<file path="config.mk">
export PLATFORM = sky130hd
export DESIGN_NAME = flash_guard
export DESIGN_NICKNAME = d
export VERILOG_FILES = /design/src/rtl/flash_guard_pkg.sv /design/src/rtl/flash_guard_debounce.sv /design/src/rtl/flash_guard_seq.sv /design/src/rtl/flash_guard_prot.sv /design/src/rtl/flash_guard.sv
export SDC_FILE = /design/constraint.sdc
export NUM_CORES = 1
export LEC_CHECK = 0
export ABC_AREA = 1
export BUFFER_PORTS_ARGS = -buffer_cell sky130_fd_sc_hd__buf_2
export CORE_MARGIN = 8
export CORE_UTILIZATION = 53
export DETAILED_ROUTE_END_ITERATION = 10
export PLACE_DENSITY = 0.85
export SYNTH_ARGS = -nofsm -noshare
export SYNTH_HDL_FRONTEND = slang
export SYNTH_SLANG_ARGS = --single-unit
</file>
<file path="constraint.sdc">
create_clock -name clk -period 1.6 [get_ports clk]
set_input_delay 0.16 -clock clk [delete_from_list [all_inputs] [get_ports clk]]
set_output_delay 0.16 -clock clk [all_outputs]
set_load 0.005 [all_outputs]
</file>
<file path="src/rtl/flash_guard_pkg.sv">
package flash_guard_pkg;
  typedef enum logic [3:0] {
    OP_PROG   = 4'h1,
    OP_PERASE = 4'h2,
    OP_FERASE = 4'h3,
    OP_LOCK   = 4'h4,
    OP_UNLOCK = 4'h5,
    OP_GPSET  = 4'h6,
    OP_GPCLR  = 4'h7
  } fg_op_e;

  typedef enum logic [1:0] {
    ST_IDLE = 2'd0,
    ST_WRAP = 2'd1,
    ST_ARR  = 2'd2
  } fg_state_e;

  localparam int GP_N      = 4;
  localparam int GP_SEC    = 0;
  localparam int GP_BOD    = 1;
  localparam int GP_BODRST = 2;
  localparam int GP_BOOT   = 3;
  localparam logic [1:0] ARR_FERASE = 2'd3;
endpackage

</file>
<file path="src/rtl/flash_guard_debounce.sv">
module flash_guard_debounce #(
  parameter int TICKS = 8,
  localparam int CNT_W = $clog2(TICKS + 1)
) (
  input  logic clk,
  input  logic rst_n,
  input  logic tick,
  input  logic pin,
  output logic hit
);
  logic s1, s2, fired;
  logic [CNT_W-1:0] cnt;

  always_ff @(posedge clk or negedge rst_n) begin
    if (!rst_n) begin
      s1 <= 1'b0; s2 <= 1'b0; fired <= 1'b0; cnt <= '0; hit <= 1'b0;
    end else begin
      s1  <= pin;
      s2  <= s1;
      hit <= 1'b0;
      if (!s2) begin
        cnt   <= '0;
        fired <= 1'b0;
      end else if (tick && !fired) begin
        if (cnt == CNT_W'(TICKS - 1)) begin
          fired <= 1'b1;
          hit   <= 1'b1;
        end else begin
          cnt <= cnt + 1'b1;
        end
      end
    end
  end
endmodule

</file>
<file path="src/rtl/flash_guard_seq.sv">
module flash_guard_seq
  import flash_guard_pkg::*;
#(
  parameter int PAGE_W    = 8,
  parameter int REGIONS   = 8,
  parameter int REG_SHIFT = 5,
  localparam int REG_W    = $clog2(REGIONS)
) (
  input  logic              clk,
  input  logic              rst_n,
  input  logic              cmd_wr,
  input  logic [3:0]        cmd_op,
  input  logic [PAGE_W-1:0] cmd_arg,
  input  logic              irq_en,
  input  logic              arr_done,
  input  logic [REGIONS-1:0] lock_bits,
  output logic              ready,
  output logic              cmd_err,
  output logic              lock_err,
  output logic              irq,
  output logic              arr_start,
  output logic [1:0]        arr_op,
  output logic [PAGE_W-1:0] arr_page,
  output logic              arr_busy,
  output logic              lock_we,
  output logic              lock_val,
  output logic [REG_W-1:0]  lock_idx,
  output logic              gp_we,
  output logic              gp_val,
  output logic [1:0]        gp_idx,
  output logic              ferase_done
);
  fg_state_e        state;
  logic [3:0]       op_q;
  logic [REG_W-1:0] arg_q;
  logic             op_known, is_arr, locked;
  logic [REG_W-1:0] tgt_reg;

  always_comb begin
    op_known = (cmd_op >= 4'h1) && (cmd_op <= 4'h7);
    is_arr   = (cmd_op >= 4'h1) && (cmd_op <= 4'h3);
    tgt_reg  = REG_W'(cmd_arg >> REG_SHIFT);
    locked   = (cmd_op == OP_FERASE) ? (|lock_bits) : lock_bits[tgt_reg];
  end

  always_ff @(posedge clk or negedge rst_n) begin
    if (!rst_n) begin
      state <= ST_IDLE; op_q <= '0; arg_q <= '0;
      cmd_err <= 1'b0; lock_err <= 1'b0; irq <= 1'b0;
      arr_start <= 1'b0; arr_op <= '0; arr_page <= '0;
    end else begin
      irq       <= 1'b0;
      arr_start <= 1'b0;
      unique case (state)
        ST_IDLE: if (cmd_wr) begin
          if (!op_known) begin
            cmd_err <= 1'b1;
          end else begin
            cmd_err  <= 1'b0;
            lock_err <= 1'b0;
            op_q     <= cmd_op;
            arg_q    <= cmd_arg[REG_W-1:0];
            if (is_arr && locked) begin
              lock_err <= 1'b1;
              state    <= ST_WRAP;
            end else if (is_arr) begin
              arr_start <= 1'b1;
              arr_op    <= cmd_op[1:0];
              arr_page  <= cmd_arg;
              state     <= ST_ARR;
            end else begin
              state <= ST_WRAP;
            end
          end
        end
        ST_WRAP: begin
          if (cmd_wr) cmd_err <= 1'b1;
          state <= ST_IDLE;
          irq   <= irq_en;
        end
        ST_ARR: begin
          if (cmd_wr) cmd_err <= 1'b1;
          if (arr_done) begin
            state <= ST_IDLE;
            irq   <= irq_en;
          end
        end
        default: state <= ST_IDLE;
      endcase
    end
  end

  always_comb begin
    ready       = (state == ST_IDLE);
    arr_busy    = (state == ST_ARR);
    lock_we     = (state == ST_WRAP) && (op_q == OP_LOCK || op_q == OP_UNLOCK);
    lock_val    = (op_q == OP_LOCK);
    lock_idx    = arg_q;
    gp_we       = (state == ST_WRAP) && (op_q == OP_GPSET || op_q == OP_GPCLR);
    gp_val      = (op_q == OP_GPSET);
    gp_idx      = arg_q[1:0];
    ferase_done = (state == ST_ARR) && arr_done && (arr_op == ARR_FERASE);
  end
endmodule

</file>
<file path="src/rtl/flash_guard_prot.sv">
module flash_guard_prot
  import flash_guard_pkg::*;
#(
  parameter int REGIONS = 8,
  localparam int REG_W  = $clog2(REGIONS)
) (
  input  logic               clk,
  input  logic               rst_n,
  input  logic               lock_we,
  input  logic               lock_val,
  input  logic [REG_W-1:0]   lock_idx,
  input  logic               gp_we,
  input  logic               gp_val,
  input  logic [1:0]         gp_idx,
  input  logic               ferase_done,
  input  logic               pin_hit,
  output logic [REGIONS-1:0] lock_bits,
  output logic [GP_N-1:0]    gp_bits
);
  logic            armed, armed_n;
  logic [GP_N-1:0] gp_n;

  for (genvar r = 0; r < REGIONS; r++) begin : g_region
    always_ff @(posedge clk or negedge rst_n) begin
      if (!rst_n)                                  lock_bits[r] <= 1'b0;
      else if (pin_hit)                            lock_bits[r] <= 1'b0;
      else if (lock_we && lock_idx == REG_W'(r))   lock_bits[r] <= lock_val;
    end
  end

  always_comb begin
    gp_n    = gp_bits;
    armed_n = armed;
    if (gp_we && !(gp_idx == 2'(GP_SEC) && !gp_val)) gp_n[gp_idx] = gp_val;
    if (ferase_done) begin
      gp_n[GP_BOOT] = 1'b0;
      if (armed) begin
        gp_n[GP_SEC] = 1'b0;
        armed_n      = 1'b0;
      end
    end
    if (pin_hit) begin
      gp_n[GP_BOD]    = 1'b0;
      gp_n[GP_BODRST] = 1'b0;
      armed_n         = 1'b1;
    end
  end

  always_ff @(posedge clk or negedge rst_n) begin
    if (!rst_n) begin
      gp_bits <= '0;
      armed   <= 1'b0;
    end else begin
      gp_bits <= gp_n;
      armed   <= armed_n;
    end
  end
endmodule

</file>
<file path="src/rtl/flash_guard.sv">
module flash_guard
  import flash_guard_pkg::*;
#(
  parameter int NUM_PAGES        = 256,
  parameter int PAGES_PER_REGION = 32,
  parameter int DEBOUNCE_TICKS   = 8,
  localparam int PAGE_W    = $clog2(NUM_PAGES),
  localparam int REGIONS   = NUM_PAGES / PAGES_PER_REGION,
  localparam int REG_W     = $clog2(REGIONS),
  localparam int REG_SHIFT = $clog2(PAGES_PER_REGION)
) (
  input  logic               clk,
  input  logic               rst_n,
  input  logic               slow_tick,
  input  logic               erase_pin,
  input  logic               cmd_wr,
  input  logic [3:0]         cmd_op,
  input  logic [PAGE_W-1:0]  cmd_arg,
  input  logic               irq_en,
  output logic               ready,
  output logic               cmd_err,
  output logic               lock_err,
  output logic               irq,
  output logic               arr_start,
  output logic [1:0]         arr_op,
  output logic [PAGE_W-1:0]  arr_page,
  input  logic               arr_done,
  output logic [REGIONS-1:0] lock_bits,
  output logic [GP_N-1:0]    gp_bits,
  output logic               dbg_allow
);
  logic             pin_hit, arr_busy;
  logic             lock_we, lock_val, gp_we, gp_val, ferase_done;
  logic [REG_W-1:0] lock_idx;
  logic [1:0]       gp_idx;

  flash_guard_debounce #(.TICKS(DEBOUNCE_TICKS)) u_deb (
    .clk(clk), .rst_n(rst_n), .tick(slow_tick), .pin(erase_pin), .hit(pin_hit)
  );

  flash_guard_seq #(.PAGE_W(PAGE_W), .REGIONS(REGIONS), .REG_SHIFT(REG_SHIFT)) u_seq (
    .clk(clk), .rst_n(rst_n), .cmd_wr(cmd_wr), .cmd_op(cmd_op), .cmd_arg(cmd_arg),
    .irq_en(irq_en), .arr_done(arr_done), .lock_bits(lock_bits),
    .ready(ready), .cmd_err(cmd_err), .lock_err(lock_err), .irq(irq),
    .arr_start(arr_start), .arr_op(arr_op), .arr_page(arr_page), .arr_busy(arr_busy),
    .lock_we(lock_we), .lock_val(lock_val), .lock_idx(lock_idx),
    .gp_we(gp_we), .gp_val(gp_val), .gp_idx(gp_idx), .ferase_done(ferase_done)
  );

  flash_guard_prot #(.REGIONS(REGIONS)) u_prot (
    .clk(clk), .rst_n(rst_n), .lock_we(lock_we), .lock_val(lock_val), .lock_idx(lock_idx),
    .gp_we(gp_we), .gp_val(gp_val), .gp_idx(gp_idx), .ferase_done(ferase_done),
    .pin_hit(pin_hit), .lock_bits(lock_bits), .gp_bits(gp_bits)
  );

  assign dbg_allow = ~gp_bits[GP_SEC];
endmodule

</file>
Yosys cells after proc, flatten, opt, wreduce, memory -nomap -nowiden
Cells that the tools add are included.
W data, S select, Z words.
{"block": "op_classes", "n_mux": 56, "order_cmp": 6, "add_sub_neg": 1, "n_eq_ne": 23, "bitwise": 2, "reduce_logical": 47}
{"op": "$mux W1", "count": 40}
{"op": "$reduce_bool A2 Y1", "count": 12}
{"op": "$eq A4 B3 Y1 const B", "count": 5}
{"op": "$logic_and A1 B1 Y1", "count": 19}
{"op": "$mux W4", "count": 4}
{"op": "$eq A3 B3 Y1 const B", "count": 4}
{"op": "$mux W2", "count": 6}
{"op": "$ne A2 B2 Y1 const B", "count": 5}
{"op": "$reduce_and A3 Y1", "count": 3}
{"op": "$reduce_or A8 Y1", "count": 1}
{"op": "$eq A3 B2 Y1 const B", "count": 2}
{"op": "$reduce_and A5 Y1", "count": 1}
{"op": "$add A4 B1 Y4 const B", "count": 1}
{"op": "$bwmux W4", "count": 1}
{"op": "$eq A2 B2 Y1 const B", "count": 2}
{"op": "$eq A4 B2 Y1 const B", "count": 1}
{"op": "$ge A4 B1 Y1 const B", "count": 1}
{"op": "$le A4 B2 Y1 const B", "count": 1}
{"op": "$le A4 B3 Y1 const B", "count": 1}
{"op": "$logic_not A2 Y1", "count": 2}
{"op": "$lt A3 B4 Y1 const B", "count": 1}
{"op": "$ne A2 B1 Y1 const B", "count": 2}
{"op": "$pmux W1 S2", "count": 2}
{"op": "$pmux W2 S2", "count": 1}
{"op": "12 further kinds", "count": 17}
{"block": "totals", "elab_cells": 161, "input_bits": 19, "regBits": 44, "out_inout_bits": 28}

Depth between registers and ports, before layout
Gate-level depths: netlist of the first run.
{"block": "depth", "word_depth": 8, "ltp_mapped": 10, "ltp_nobuf": 10}

Hierarchy
A second synthesis of the first run with hierarchy kept.
{"block": "unflattened", "cells_unflattened": 309, "hier_area_um2": 2336.0}
{"mod": "flash_guard_seq", "cells_per_inst": 159, "area_per_inst_um2": 1246.2, "n_inst": 1, "seq_area_each_um2": 575.6}
{"mod": "flash_guard_prot", "cells_per_inst": 106, "area_per_inst_um2": 711.9, "n_inst": 1, "seq_area_each_um2": 325.3}
{"mod": "flash_guard_debounce", "cells_per_inst": 43, "area_per_inst_um2": 374.1, "n_inst": 1, "seq_area_each_um2": 200.2}
{"mod": "flash_guard", "cells_per_inst": 1, "area_per_inst_um2": 3.8, "n_inst": 1, "seq_area_each_um2": 0.0}

Least setup slack after synthesis of the first run
Ideal clock, no wire load.
{"block": "synth_path", "path_kind": "reg-to-reg", "start": "register u_seq.state[0]", "end": "register u_seq.arr_op[1]", "path_stages_with_launch": 9, "required_ps": 1483, "period_less_slack_ps": 1457, "n_path_buf": 1, "t_arrival_ps": 1340, "setup_ps": 117, "setup_slack_ps": 143, "path_cell_list": "dfrtp_1 > inv_1 > ha_1 > nand4_4 > nor2_4 > nand3_2 > buf_6 > nand2_1 > nand2_1"}
{"block": "synth_between", "elab_chain_len": 2}
{"element": "start: declaration", "line_no": "flash_guard_seq.sv:33", "source": "fg_state_e state;"}
{"element": "start signal: assignment", "line_no": "flash_guard_seq.sv:48", "source": "state <= ST_IDLE; op_q <= '0; arg_q <= '0;"}
{"element": "start signal: assignment", "line_no": "flash_guard_seq.sv:65", "source": "state <= ST_WRAP;"}
{"element": "start signal: assignment", "line_no": "flash_guard_seq.sv:70", "source": "state <= ST_ARR;"}
{"element": "$logic_not A2 Y1"}
{"element": "via ready", "line_no": "flash_guard.sv:20", "source": "output logic ready,"}
{"element": "$reduce_and A5 Y1 (no line)"}
{"element": "end signal: assignment", "line_no": "flash_guard_seq.sv:68", "source": "arr_op <= cmd_op[1:0];"}
{"element": "end: declaration", "line_no": "flash_guard_seq.sv:22", "source": "output logic [1:0] arr_op,"}
The timed path passes the listed nets, and every way through them passes these cells.
A chain may end at the register's enable or synchronous reset.

Worst setup path after layout of the first run
{"block": "layout_path", "start": "register u_seq.state[1]", "end": "register u_prot.lock_bits[2]"}
{"block": "layout_between", "elab_chain_len": 4}
{"element": "$eq A2 B1 Y1", "line_no": "flash_guard_seq.sv:96", "source": "lock_we = (state == ST_WRAP) && (op_q == OP_LOCK || op_q == OP_UNLOCK);"}
{"element": "$logic_and A1 B1 Y1", "line_no": "flash_guard_seq.sv:96"}
{"element": "$logic_and A1 B1 Y1", "line_no": "flash_guard_prot.sv:27", "source": "else if (lock_we && lock_idx == REG_W'(r)) lock_bits[r] <= lock_val;"}
{"element": "$reduce_bool A2 Y1 (no line)"}
{"element": "end signal: indexed assignment", "line_no": "flash_guard_prot.sv:27"}
{"element": "end: declaration", "line_no": "flash_guard_prot.sv:17", "source": "output logic [REGIONS-1:0] lock_bits,"}
No other way between the ends.

==> impl_metrics.tcl, run 1 <==
set metrics [dict create \
    diodes 0 \
    arrival_ns 1.68 \
    layout_common_cells "58 x nand2_1, 46 x buf_2, 44 x dfrtp_1, 38 x inv_1, 18 x o21ai_0" \
    crit_path_end_kind "register" \
    layout_worst_path_cycle_share 0.932 \
    synth_edf_count 0 \
    drt_iter0_markers 129 \
    layout-drive-gt1-share 0.243 \
    dieArea_um2 6280 \
    grt_pass1_vias 1784 \
    ios 47 \
    areaGrowthSynthToFinish_pct 22.4 \
    combPwrFrac 0.356 \
    avgSynthCellArea_um2 8.41 \
    holdWs_ns 0.0874 \
    p_int_w 0.00261 \
    clk_pin_slew_ns 0.08 \
    dpl.hpwl_mm 3.52 \
    grt.total_usage 0.156 \
    grt_pass1_wl_mm 7.92 \
    setup-tns-final_ns 0 \
    final_common_cell "nand2_1" \
    worstSetupPathType "reg -> reg" \
    async_reset_ff_frac 1.00 \
    clockPowerShare 0.217 \
    wl_met3_um 246 \
    synth-main-ff-cell "dfrtp_1" \
    swShare 0.360 \
    worstSkewPairLatency_ns 0.29 \
    overflow 0 \
    root_buffer "clkbuf_8" \
    p_leak_nw 1.42 \
    cts_num_sinks 44 \
    antenna_found_initial 0 \
    slew_violations 0 \
    die_h_um 79.2 \
    wl_met2_mm 2.32 \
    fp.dieW_um 79.2 \
    hold_viol 0 \
    rows 23 \
    ys_seq_area_frac 0.519 \
    core-area_um2 3910 \
    gp_congestion 0.857 \
    synth_seq_cells 44 \
    final-seq-area_um2 1100 \
    syn_nets 275 \
    p_seq_frac 0.427 \
    via_per_inst 5.09 \
    port_buffers 46 \
    fill_cells 349 \
    required_ns 1.79 \
    multiInputGateArea_um2 845 \
    grt_max_degree 27 \
    maxCapViolCount 0 \
    yosysWarnings 0 \
    setup_viol 0 \
    post-place-ws_ns 0.0926 \
    drt_wl_total_mm 4.67 \
    drt_pass1_iterations 4 \
    setup_slack_ns 0.108 \
    cts_buffers 5 \
    clock.fmax_mhz 670 \
    drcViolationCount 0 \
    synthCells 252 \
    switching_power_w 0.00147 \
    power_per_cell_area_nw_per_um2 1570 \
    wl_met1_mm 2.09 \
    cp_max_fo 4 \
    cts_setup_buffers 0 \
    cp-start-kind "register" \
    top_layer "met4" \
    final_nets 331 \
    synth_area_um2 2120 \
    wire_per_inst_um 13.0 \
    antenna_left 0 \
    hold_path_class "in -> reg" \
    ctsLongestPathBuffers 2 \
    vias 1829 \
    finClkSkew_ns 0.00519 \
    period_needed_ns 1.49 \
    cts_tree "built" \
    relSlewSlack 0.710 \
    initial_core_util 0.542 \
    tightestPinTransition_ns 0.435 \
    run_status "finished clean" \
    ir_worst_vdd_uv 903 \
    htreeDepth 2 \
    synthDistinctLibCells 29 \
]
-- cell families after synthesis --
family / after synthesis / synth area share
compound gates: 42 / 0.107
fa+ha+maj: 4 / 0.0236
simple gates: 115 / 0.255
flops: 44 / 0.519
xor+xnor: 1 / 0.00413
buf+inv: 46 / 0.0903
-- layer usage --
metal  vias up  track usage
li1        934            -
met1       846        0.194
met2        47        0.260
met3         2       0.0440
met4         0       0.0370
met5         -            0
-- power groups by stage --
stage | sequential [W] | combinational, W | clock [W]
final | 0.00174 | 0.00145 | 0.000885
after global routing | 0.00180 | 0.00167 | 0.000957
after CTS | 0.00173 | 0.00144 | 0.000903
after detailed placement | 0.00175 | 0.00143 | 0
after global placement | 0.00174 | 0.00139 | 0
after floorplan | 0.00176 | 0.000811 | 0
-- worst max-delay path, cell delays in order, from the launching register on --
cell	delay (ns)
dfrtp_1	0.41
inv_1	0.09
ha_2	0.19
inv_1	0.08
nor2_4	0.13
inv_1	0.09
nor2_4	0.13
nand2_1	0.07
o21ai_0	0.14
inv_1	0.05
-- registers in the layout, summed over array words and instances, names as in the netlist --
| signal | flops |
|---|---|
| u_deb.cnt | 4 |
| u_deb.fired | 1 |
| u_deb.hit | 1 |
| u_deb.s1 | 1 |
| u_deb.s2 | 1 |
| u_prot.armed | 1 |
| u_prot.gp_bits | 4 |
| u_prot.lock_bits | 8 |
| u_seq.arr_op | 2 |
| u_seq.arr_page | 8 |
| u_seq.arr_start | 1 |
| u_seq.cmd_err | 1 |
| u_seq.irq | 1 |
| u_seq.lock_err | 1 |
| u_seq.lock_idx | 3 |
| u_seq.op_q | 4 |
| u_seq.state | 2 |
-- cell usage after synthesis, types with 2 or more instances --
| cell | count | area share |
|---|---|---|
| nand2_1 | 58 | 0.10 |
| nand3_2 | 2 | 0.0094 |
| nor4_1 | 2 | 0.0059 |
| o21ai_0 | 22 | 0.052 |
| o22ai_1 | 2 | 0.0059 |
| buf_6 | 2 | 0.011 |
| dfrtp_1 | 44 | 0.52 |
| nand3_1 | 11 | 0.026 |
| nor2_2 | 2 | 0.0059 |
| nor2_1 | 18 | 0.032 |
| nor3_1 | 3 | 0.0071 |
| inv_1 | 38 | 0.067 |
| ha_1 | 4 | 0.024 |
| a21oi_1 | 13 | 0.031 |
| inv_2 | 2 | 0.0035 |
| buf_2 | 3 | 0.0071 |
| nand4_1 | 14 | 0.041 |
-- through the flow --
stage,cells,instance area [um^2],utilization,power [W]
2_1_floorplan,252,2120,-,0.00257
3_3_place_gp,349,2440,0.622,0.00313
3_5_place_dp,349,2440,0.622,0.00318
4_1_cts,359,2580,0.659,0.00407
5_1_grt,359,2590,0.663,0.00443
6_report,359,2590,0.663,0.00407
-- cell type report --
cell class              count  area share
well taps                  50      0.0241
flip-flops and latches     44       0.424
inverters                  40      0.0579
clock inverters             2      0.0149
repair buffers             55       0.122
multi-input cells         162       0.325
clock buffers               6      0.0318
-- final timing paths --
| check | start | to | slack (ns) | cells past startpoint |
|---|---|---|---|---|
| worst max register to register | u_seq.state[1] | u_prot.lock_bits[2] | 0.11 | 9 |
| worst min-delay path | irq_en | u_seq.irq | 0.09 | 3 |
| worst max-delay path | u_seq.state[1] | u_prot.lock_bits[2] | 0.11 | 9 |
| max in group asynchronous | rst_n | u_deb.s2 | 0.79 | 3 |
| worst min register to register | u_deb.s1 | u_deb.s2 | 0.36 | 0 |
| min in group asynchronous | rst_n | u_prot.lock_bits[4] | 0.33 | 2 |
-- repair_timing --
action	in CTS	in global routing
setup endpoints to repair	0	17
hold buffers	2	0
resized for setup	0	9
hold endpoints to repair	19	0
No activity file was read; power rests on OpenSTA's default activity.
==> inputs of run 2 (changes only) <==
--- a/config.mk
+++ b/config.mk
@@ -11,6 +11,7 @@
 export CORE_UTILIZATION = 53
 export DETAILED_ROUTE_END_ITERATION = 10
 export PLACE_DENSITY = 0.85
+export REMOVE_ABC_BUFFERS = 1
 export SYNTH_ARGS = -nofsm -noshare
 export SYNTH_HDL_FRONTEND = slang
 export SYNTH_SLANG_ARGS = --single-unit
==> constraint.sdc (replaced) <==
create_clock -name clk -period 1.6 [get_ports clk]
set_input_delay 0.16 -clock clk [delete_from_list [all_inputs] [get_ports clk]]
set_output_delay 0.16 -clock clk [all_outputs]
set_load 0.02 [all_outputs]
==> run 2 against run 1 <==
Compared with the run above: register-to-register slack about the same; utilization decreased by 0.22 points; global-route usage increased by 0.59 points; setup slack about the same; sequential power about the same; sequential cell count unchanged; fmax about the same; final area decreased by 0.34%; worst hold slack improved by 0.014 ns; combinational power increased by 27%; critical path type unchanged; highest routed layer unchanged.
==> impl_metrics.tcl, run 2 (synthesis gave the netlist of run 1 again) <==
set metrics [dict create \
    run_status "finished clean" \
    rows 23 \
    relSlewSlack 0.684 \
    required_ns 1.78 \
    vias 1882 \
    r2r_start "u_seq.state[1]" \
    clock.fmax_mhz 670 \
    p_int_w 0.00258 \
    layout-drive-gt1-share 0.239 \
    maxCapViolCount 0 \
    cp_max_fo 3 \
    layout_worst_path_cycle_share 0.932 \
    grt_pass1_wl_mm 8.19 \
    setup_viol 0 \
    post-place-ws_ns 0.124 \
    clk_pin_slew_ns 0.08 \
    arrival_ns 1.67 \
    cp-start-kind "register" \
    tightestPinTransition_ns 0.474 \
    setup_slack_ns 0.108 \
    antenna_found_initial 0 \
    initial_core_util 0.542 \
    cts_num_sinks 44 \
    ios 47 \
    port_buffers 46 \
    hold_path_class "in -> reg" \
    swShare 0.413 \
    final_nets 332 \
    cts_tree "built" \
    fp.dieW_um 79.2 \
    clockPowerShare 0.187 \
    gp_congestion 0.908 \
    dpl.cell_count 349 \
    ir_worst_vdd_uv 846 \
    via_per_inst 5.23 \
    power_w 0.00440 \
    grt.total_usage 0.162 \
    final_cells 360 \
    die_h_um 79.2 \
    dpl.hpwl_mm 3.71 \
    period_needed_ns 1.49 \
    drt_iter0_markers 167 \
    p_seq_frac 0.394 \
    grt_setup_unrepaired "false" \
    power_per_cell_area_nw_per_um2 1700 \
    p_leak_nw 1.42 \
    grt_max_degree 26 \
    drt_wl_total_mm 4.90 \
    finClkSkew_ns 0.00894 \
    slew_violations 0 \
    fill_cells 338 \
    final_common_cell "nand2_1" \
    critPathLaunch "u_seq.state[1]" \
    dieArea_um2 6280 \
    diodes 0 \
    crit_path_end_kind "register" \
    hp-start "irq_en" \
    combPwrFrac 0.419 \
    ctsLongestPathBuffers 2 \
    drt_pass1_iterations 4 \
    wire_per_inst_um 13.6 \
    cts_buffers 5 \
    worstSkewPairLatency_ns 0.29 \
    overflow 0 \
    layout_common_cells "58 x nand2_1, 46 x buf_2, 44 x dfrtp_1, 38 x inv_1, 19 x o21ai_0" \
    dpl-instance-area_um2 2440 \
    core-area_um2 3910 \
    root_buffer "clkbuf_8" \
    worstSetupPathType "reg -> reg" \
    antenna_left 0 \
    switching_power_w 0.00182 \
    grt_pass1_vias 1819 \
    htreeDepth 2 \
    drcViolationCount 0 \
    design_area_um2 2590 \
    areaGrowthSynthToFinish_pct 22.0 \
    reg_top3 "u_prot.lock_bits: 8 flops, u_seq.arr_page: 8 flops" \
    hold_viol 0 \
]
[run 2: worst paths after layout]
| kind | endpoint | slack [ns] | cells after the start |
|---|---|---|---|
| max in group asynchronous | u_prot.gp_bits[1] | 0.76 | 3 |
| setup / recovery | u_prot.lock_bits[4] | 0.11 | 9 |
| hold / removal | u_seq.irq | 0.10 | 3 |
| min in group asynchronous | u_seq.arr_page[6] | 0.35 | 2 |
| hold reg to reg | u_deb.s2 | 0.36 | 0 |
| setup reg to reg | u_prot.lock_bits[4] | 0.11 | 9 |
[run 2: final cells by class]
cell class / instances / area, um^2 / area share
clock buffers: 6 / 72.6 / 0.0281
inverters: 40 / 150 / 0.0581
multi-input cells: 162 / 842 / 0.326
clock inverters: 2 / 35.0 / 0.0135
flip-flops and latches: 44 / 1100 / 0.426
repair buffers: 56 / 323 / 0.125
well taps: 50 / 62.6 / 0.0242
[run 2: stage by stage]
| stage | hold WS, ns | util | setup TNS (ns) |
|---|---|---|---|
| global placement | 0.140 | 0.622 | 0 |
| detailed placement | 0.140 | 0.622 | 0 |
| global route | 0.0960 | 0.661 | 0 |
| floorplan | -0.136 | - | -1.85 |
| finish | 0.101 | 0.661 | 0 |
| CTS | 0.0981 | 0.655 | 0 |
[run 2: critical path, cell delays in order (launching register included)]
cell	delay (ns)
dfrtp_1	0.39
inv_1	0.09
ha_2	0.18
inv_1	0.07
nor2_4	0.13
inv_1	0.10
nor2_2	0.12
nand2_1	0.08
o21ai_0	0.16
inv_1	0.06
[run 2: routing by layer]
metal / part of all wire / up-vias / GRT usage
met5: 0 / - / 0
met4: 0.012 / 0 / 0.0648
met3: 0.082 / 6 / 0.0530
met2: 0.50 / 68 / 0.261
met1: 0.41 / 877 / 0.194
li1: - / 931 / -
[run 2: repair_timing]
action	CTS	global route
endpoints found under the setup margin	0	8
setup buffers	0	1
hold endpoints to repair	20	0
hold buffers	2	0
gates resized for setup	0	7
[run 2: power by group through the flow]
stage / Clock [W] / Combinational [W] / Sequential [W]
finish: 0.000822 / 0.00184 / 0.00174
global route: 0.000893 / 0.00204 / 0.00179
CTS: 0.000847 / 0.00183 / 0.00174
detailed placement: 0 / 0.00182 / 0.00176
global placement: 0 / 0.00178 / 0.00174
floorplan: 0 / 0.000822 / 0.00208
